`src/rtl/gd_pkg.sv`:
```
package gd_pkg;
  localparam int unsigned VEC_W    = 8;
  localparam int unsigned DESC_W   = 64;
  localparam int unsigned BEAT_W   = 32;
  localparam int unsigned EXC_TOP  = 32;
  localparam logic [VEC_W-1:0] VEC_GP = VEC_W'(13);
  localparam logic [VEC_W-1:0] VEC_NP = VEC_W'(11);

  typedef enum logic [1:0] {
    SRC_SW  = 2'd0,
    SRC_HW  = 2'd1,
    SRC_EXC = 2'd2,
    SRC_RSV = 2'd3
  } src_e;

  typedef enum logic [1:0] {GK_INT, GK_TRAP, GK_TASK, GK_BAD} kind_e;

  typedef struct packed {
    logic [15:0] sel;
    logic [31:0] off;
    kind_e       kind;
    logic [1:0]  dpl;
    logic        present;
  } gate_t;

  typedef struct packed {
    logic             fault;
    logic [VEC_W-1:0] fvec;
    logic [15:0]      sel;
    logic [31:0]      off;
    logic             if_clear;
    logic             task_sw;
  } result_t;

  function automatic kind_e classify(logic sys_bit, logic [3:0] typ);
    if (sys_bit) return GK_BAD;
    case (typ)
      4'h5:       return GK_TASK;
      4'h6, 4'hE: return GK_INT;
      4'h7, 4'hF: return GK_TRAP;
      default:    return GK_BAD;
    endcase
  endfunction
endpackage

```
`src/rtl/gd_fetch.sv`:
```
module gd_fetch
  import gd_pkg::*;
#(
  parameter int unsigned ADDR_W = 32,
  parameter int unsigned LIM_W  = 16
) (
  input  logic              clk_i,
  input  logic              rst_ni,
  input  logic              req_valid_i,
  output logic              req_ready_o,
  input  logic [VEC_W-1:0]  vector_i,
  input  src_e              src_i,
  input  logic [1:0]        cpl_i,
  input  logic [ADDR_W-1:0] base_i,
  input  logic [LIM_W-1:0]  limit_i,
  output logic              mem_req_valid_o,
  input  logic              mem_req_ready_i,
  output logic [ADDR_W-1:0] mem_addr_o,
  input  logic              mem_rsp_valid_i,
  input  logic [BEAT_W-1:0] mem_rsp_data_i,
  output logic [DESC_W-1:0] desc_o,
  output src_e              src_o,
  output logic [1:0]        cpl_o,
  output logic              pre_fault_o,
  output logic              done_o
);
  localparam int unsigned OFS_W = VEC_W + 3;
  localparam int unsigned CMP_W = (OFS_W > LIM_W) ? OFS_W : LIM_W;

  typedef enum logic [2:0] {S_IDLE, S_CHECK, S_REQ, S_WAIT, S_DONE} state_e;

  state_e              state_q;
  logic                beat_q;
  logic [VEC_W-1:0]    vec_q;
  src_e                src_q;
  logic [1:0]          cpl_q;
  logic [ADDR_W-1:0]   base_q;
  logic [LIM_W-1:0]    limit_q;
  logic [BEAT_W-1:0]   lo_q, hi_q;
  logic                pre_fault_q;
  logic [CMP_W-1:0]    last_byte, limit_ext;
  logic                over_limit, reserved_hw;

  assign last_byte   = CMP_W'({vec_q, 3'b111});
  assign limit_ext   = CMP_W'(limit_q);
  assign over_limit  = last_byte > limit_ext;
  assign reserved_hw = (src_q == SRC_HW) && (vec_q < VEC_W'(EXC_TOP));

  always_ff @(posedge clk_i or negedge rst_ni) begin
    if (!rst_ni) begin
      state_q     <= S_IDLE;
      beat_q      <= 1'b0;
      vec_q       <= '0;
      src_q       <= SRC_SW;
      cpl_q       <= '0;
      base_q      <= '0;
      limit_q     <= '0;
      lo_q        <= '0;
      hi_q        <= '0;
      pre_fault_q <= 1'b0;
    end else begin
      case (state_q)
        S_IDLE: if (req_valid_i) begin
          vec_q       <= vector_i;
          src_q       <= src_i;
          cpl_q       <= cpl_i;
          base_q      <= base_i;
          limit_q     <= limit_i;
          pre_fault_q <= 1'b0;
          beat_q      <= 1'b0;
          state_q     <= S_CHECK;
        end
        S_CHECK: begin
          if (over_limit || reserved_hw) begin
            pre_fault_q <= 1'b1;
            state_q     <= S_DONE;
          end else begin
            state_q <= S_REQ;
          end
        end
        S_REQ: if (mem_req_ready_i) state_q <= S_WAIT;
        S_WAIT: if (mem_rsp_valid_i) begin
          if (!beat_q) begin
            lo_q    <= mem_rsp_data_i;
            beat_q  <= 1'b1;
            state_q <= S_REQ;
          end else begin
            hi_q    <= mem_rsp_data_i;
            state_q <= S_DONE;
          end
        end
        S_DONE: state_q <= S_IDLE;
        default: state_q <= S_IDLE;
      endcase
    end
  end

  assign req_ready_o     = (state_q == S_IDLE);
  assign mem_req_valid_o = (state_q == S_REQ);
  // vector*8 + beat*4 is a plain concatenation
  assign mem_addr_o      = base_q + ADDR_W'({vec_q, beat_q, 2'b00});
  assign desc_o          = {hi_q, lo_q};
  assign src_o           = src_q;
  assign cpl_o           = cpl_q;
  assign pre_fault_o     = pre_fault_q;
  assign done_o          = (state_q == S_DONE);

  assert_ready_idle_R1: assert property (@(posedge clk_i) disable iff (!rst_ni)
    req_ready_o |-> (!mem_req_valid_o && !done_o));

  assert_addr_hold_R2: assert property (@(posedge clk_i) disable iff (!rst_ni)
    (mem_req_valid_o && !mem_req_ready_i) |=> (mem_req_valid_o && $stable(mem_addr_o)));

  assert_one_pulse_R12: assert property (@(posedge clk_i) disable iff (!rst_ni)
    done_o |=> !done_o);
endmodule

```
`src/rtl/gd_decode.sv`:
```
module gd_decode
  import gd_pkg::*;
(
  input  logic [DESC_W-1:0] desc_i,
  output gate_t             gate_o
);
  logic [BEAT_W-1:0] lo, hi;
  logic [7:0]        unused_rsvd;

  assign lo          = desc_i[BEAT_W-1:0];
  assign hi          = desc_i[DESC_W-1:BEAT_W];
  assign unused_rsvd = hi[7:0];

  always_comb begin
    gate_o.off     = {hi[31:16], lo[15:0]};
    gate_o.sel     = lo[31:16];
    gate_o.kind    = classify(hi[12], hi[11:8]);
    gate_o.dpl     = hi[14:13];
    gate_o.present = hi[15];
  end
endmodule

```
`src/rtl/gd_check.sv`:
```
module gd_check
  import gd_pkg::*;
(
  input  gate_t      gate_i,
  input  src_e       src_i,
  input  logic [1:0] cpl_i,
  input  logic       pre_fault_i,
  output result_t    res_o
);
  logic priv_bad;

  assign priv_bad = (src_i == SRC_SW) && (cpl_i > gate_i.dpl);

  always_comb begin
    res_o = '0;
    if (pre_fault_i || gate_i.kind == GK_BAD || priv_bad) begin
      res_o.fault = 1'b1;
      res_o.fvec  = VEC_GP;
    end else if (!gate_i.present) begin
      res_o.fault = 1'b1;
      res_o.fvec  = VEC_NP;
    end else begin
      res_o.sel      = gate_i.sel;
      res_o.off      = gate_i.off;
      res_o.if_clear = (gate_i.kind == GK_INT);
      res_o.task_sw  = (gate_i.kind == GK_TASK);
    end
  end
endmodule

```
`src/rtl/gate_dispatch.sv`:
```
module gate_dispatch
  import gd_pkg::*;
#(
  parameter int unsigned ADDR_W = 32,
  parameter int unsigned LIM_W  = 16
) (
  input  logic              clk_i,
  input  logic              rst_ni,
  input  logic              req_valid_i,
  output logic              req_ready_o,
  input  logic [7:0]        req_vector_i,
  input  logic [1:0]        req_src_i,
  input  logic [1:0]        req_cpl_i,
  input  logic [ADDR_W-1:0] tbl_base_i,
  input  logic [LIM_W-1:0]  tbl_limit_i,
  output logic              mem_req_valid_o,
  input  logic              mem_req_ready_i,
  output logic [ADDR_W-1:0] mem_addr_o,
  input  logic              mem_rsp_valid_i,
  input  logic [31:0]       mem_rsp_data_i,
  output logic              res_valid_o,
  output logic              res_fault_o,
  output logic [7:0]        res_fault_vec_o,
  output logic [15:0]       res_selector_o,
  output logic [31:0]       res_offset_o,
  output logic              res_if_clear_o,
  output logic              res_task_switch_o
);
  logic [DESC_W-1:0] desc;
  src_e              src_q;
  logic [1:0]        cpl_q;
  logic              pre_fault;
  gate_t             gate;
  result_t           res;

  gd_fetch #(.ADDR_W(ADDR_W), .LIM_W(LIM_W)) i_fetch (
    .clk_i           (clk_i),
    .rst_ni          (rst_ni),
    .req_valid_i     (req_valid_i),
    .req_ready_o     (req_ready_o),
    .vector_i        (req_vector_i),
    .src_i           (src_e'(req_src_i)),
    .cpl_i           (req_cpl_i),
    .base_i          (tbl_base_i),
    .limit_i         (tbl_limit_i),
    .mem_req_valid_o (mem_req_valid_o),
    .mem_req_ready_i (mem_req_ready_i),
    .mem_addr_o      (mem_addr_o),
    .mem_rsp_valid_i (mem_rsp_valid_i),
    .mem_rsp_data_i  (mem_rsp_data_i),
    .desc_o          (desc),
    .src_o           (src_q),
    .cpl_o           (cpl_q),
    .pre_fault_o     (pre_fault),
    .done_o          (res_valid_o)
  );

  gd_decode i_decode (
    .desc_i (desc),
    .gate_o (gate)
  );

  gd_check i_check (
    .gate_i      (gate),
    .src_i       (src_q),
    .cpl_i       (cpl_q),
    .pre_fault_i (pre_fault),
    .res_o       (res)
  );

  assign res_fault_o       = res.fault;
  assign res_fault_vec_o   = res.fvec;
  assign res_selector_o    = res.sel;
  assign res_offset_o      = res.off;
  assign res_if_clear_o    = res.if_clear;
  assign res_task_switch_o = res.task_sw;

  assert_fault_clean_R12: assert property (@(posedge clk_i) disable iff (!rst_ni)
    (res_valid_o && res_fault_o) |-> (res_selector_o == '0 && res_offset_o == '0
                                      && !res_if_clear_o && !res_task_switch_o));

  assert_fault_code_R11: assert property (@(posedge clk_i) disable iff (!rst_ni)
    (res_valid_o && res_fault_o) |-> (res_fault_vec_o == 8'd11 || res_fault_vec_o == 8'd13));

  assert_flag_excl_R6: assert property (@(posedge clk_i) disable iff (!rst_ni)
    res_valid_o |-> !(res_if_clear_o && res_task_switch_o));
endmodule

```
`config.mk`:
```
export PLATFORM = sky130hd
export DESIGN_NAME = gate_dispatch
export DESIGN_NICKNAME = d
export VERILOG_FILES = /design/src/rtl/gd_pkg.sv /design/src/rtl/gd_fetch.sv /design/src/rtl/gd_decode.sv /design/src/rtl/gd_check.sv /design/src/rtl/gate_dispatch.sv
export SDC_FILE = /design/constraint.sdc
export NUM_CORES = 1
export LEC_CHECK = 0
export ABC_AREA = 1
export BUFFER_PORTS_ARGS = -buffer_cell sky130_fd_sc_hd__buf_2
export CORE_MARGIN = 4
export CORE_UTILIZATION = 58
export DETAILED_ROUTE_END_ITERATION = 16
export GPL_ROUTABILITY_DRIVEN = 0
export HOLD_SLACK_MARGIN = 0.06
export PLACE_DENSITY = 0.87
export SETUP_SLACK_MARGIN = 0.02
export SLEW_MARGIN = 20
export SYNTH_ARGS = -nofsm -noshare
export SYNTH_HDL_FRONTEND = slang
export SYNTH_HIERARCHICAL = 1
export SYNTH_SLANG_ARGS = --single-unit
```
`constraint.sdc`:
```
create_clock -name clk_i -period 3.59 [get_ports clk_i]
set_input_delay 0.718 -clock clk_i [delete_from_list [all_inputs] [get_ports clk_i]]
set_output_delay 0.718 -clock clk_i [all_outputs]
set_load 0.01 [all_outputs]
```
==> metrics list <==
* Result of the run: finished clean
* Most common library cell in the layout ignoring fill and taps: sky130_fd_sc_hd__nand2_1
- The analysis attributes to cell leakage a power of 4.49 nW.
* Initial antenna violation count: 0
* Number of CTS-inserted buffers: 17
* Die width: 118 um
* Final Hold Slack: 0.420 ns
* Worst path slowest cell: sky130_fd_sc_hd__fa_1
- Path category of the worst min-delay check: input pin to async pin
- The number of setup buffers added after CTS is 0.
- The largest single stage delay on the critical path is 0.47 ns.
- Cells after Synth: 930
- The final max-slew violation count is 0.
* Crit Reg-Reg Startpoint: i_fetch/state_q[1]
- In the routed design, unresolved DRC markers number 0.
- Number of setup violations in the final report: 0
* Final TNS setup: 0 ns
* Maximum resistive drop on vdd: 0.513 mV
* WL per Instance: 14.3 um
- Gates resized during post-CTS repair numbered 0.
- The final number of hold-violating endpoints came to 0.
* Area of the core: 0.0116 mm2
* Worst Setup SP: i_fetch/beat_q
- Worst Skew: 0.0133 ns
- Synth-to-Final Area Change: 16.6%
* Level count of the clock H-tree: 4
- Hold-fix buffers, CTS: 0
- Port-buffer cells: 186
- Die Footprint: 0.0139 mm2
- The final layout contains 1163 nets.
- Cell repeated most along the worst path: sky130_fd_sc_hd__nand2_1
- TritonCTS built the clock tree.
- DIE HEIGHT: 118 um
- Endpoint required time on the critical path: 2.87 ns
- Number of global-route vias before repair: 5971
- Averaged over all synthesized cells, the footprint is 7.51 um2.
- TritonCTS sink count: 121
* Slew of the pin with the lowest slew margin: 1.03 ns
* Global routing usage summed across all routing layers: 24.7%
- After synthesis the cells add up to 0.00698 mm2.
- Kind of start point of the critical path: flip-flop
* Number of antenna cells inserted: 0
* Routed vias: 6218
* Endpoint kind of the worst setup timing path: primary output
- Across the run, the number of max-cap violations was 0.
- Achievable frequency: 0.291 GHz
- First-pass GRT wire length: 28.1 mm
- Headroom to the max-slew limit came out at 31.2%.
* Cell row count: 39
- The detail route stage leaves a number of antenna-violating nets equal to 0.
- FF-to-FF End: i_fetch/lo_q[29]
- The worst path uses 95.6% of the clock period.
* Setup repair after global routing missed its margin: no
- Master cell of the clock root buffer: sky130_fd_sc_hd__clkbuf_16
- Maximum number of pins on one net before global-route repair: 74
- Clk buf depth: 2
- The later pin in the worst-skew pair is clocked with a latency of 0.41 ns.
- Summed over all nets, the half-perimeter wirelength after detailed placement is 12.1 mm.
* Number of violations reported at the end of detailed-routing iteration 0: 380
* Filler Cells Inserted: 904
* Minimum clock period: 3.43 ns
* R2R depth: 6
* Last element of the critical path: mem_addr_o[18]
- The first detailed-routing pass took 5 iterations.
- Setup slack, reg-to-reg: 1.30 ns
- Vias per cell: 5.18
- Ratio of total power to cell area: 916 mW/mm2
* I/O pins: 191
- Starting density of the core: 60.1%
- Share of cells above drive strength 1: 22.7%
- CP Cell Sequence: ha_1 > fa_1 > nand2_1 > nand2_1 > o21ai_0 > o21ai_1 > nand3_1 > nand2_1 > xor2_1 > buf_2
* Total wire length: 17.1 mm
- In the layout the commonest cells are 342 x sky130_fd_sc_hd__nand2_1, 185 x sky130_fd_sc_hd__buf_2, 121 x sky130_fd_sc_hd__dfrtp_1.
* Leftover overflow at the end of global routing: 0
* Category of the critical setup timing path: flip-flop to primary output
* Data arrival, critical path: 2.72 ns
- Ys Warns: 6
- After clock tree synthesis, the clock-pin slew on the worst setup and hold paths is 0.05 ns.
* Largest fanout of any net on the critical path: 4
==> stage by stage <==
step                instances  setup WS (ns)  cell area, um2  power, W  util, %
detailed placement       1170          0.659            7500   0.00556     64.6
floorplan                 933           1.03            6990   0.00498        -
finish                   1201          0.156            8140   0.00746     70.1
global placement         1170          0.754            7500   0.00544     64.6
global route             1201         0.0802            8140   0.00802     70.1
CTS                      1201          0.150            8140   0.00746     70.1
==> per-layer routing <==
metal  up-vias  global-route usage (%)  share of wire [%]
met5         -                       0                  0
li1       3065                       -                  -
met1      2825                    31.4                 41
met2       282                    40.7                 49
met4         0                    10.5                2.9
met3        46                    5.62                7.5
==> how the worst min path moves through the flow <==
stage | to | slack, ns | cells after the start
after floorplan | i_fetch/base_q[0] | 0.42 | 0
after global placement | i_fetch/base_q[1] | 0.46 | 2
after detailed placement | i_fetch/base_q[1] | 0.46 | 2
after CTS | i_fetch/base_q[7] | 0.44 | 1
after global routing | i_fetch/base_q[7] | 0.49 | 3
final | i_fetch/base_q[7] | 0.42 | 1
==> worst max-delay path, delay by kind of cell (launching register included) <==
| family | cells | cell delay [ns] |
|---|---|---|
| and+or+nand+nor | 4 | 0.43 |
| adders and majority gates | 2 | 0.73 |
| xor gates and xnor gates | 1 | 0.19 |
| DFF | 1 | 0.42 |
| AOI/OAI and AO/OA | 2 | 0.40 |
| buffers and inverters | 1 | 0.16 |
==> power breakdown <==
group	switching (W)	internal [W]	leakage [nW]
Clock	0.000600	0.00123	0.308
Sequential	0.000491	0.00199	1.52
Combinational	0.00200	0.00114	2.67
Total	0.00309	0.00437	4.49
==> sequential cells by signal, indices dropped and copies added (netlist names) <==
register / flops
i_fetch/base_q: 32
i_fetch/lo_q: 32
i_fetch/hi_q: 24
i_fetch/limit_ext: 16
i_fetch/vec_q: 8
i_fetch/state_q: 3
i_fetch/cpl_o: 2
i_fetch/src_o: 2
i_fetch/beat_q: 1
i_fetch/pre_fault_o: 1
==> cell type report <==
class	instances	area, um2	share of cell area, %
clock buffers	21	480	5.90
clock inverters	10	165	2.03
inverters	84	315	3.87
multi-input cells	631	2990	36.7
flip-flops and latches	121	3030	37.2
well taps	143	179	2.20
repair buffers	191	983	12.1
Power figures use the tool's default switching activity.
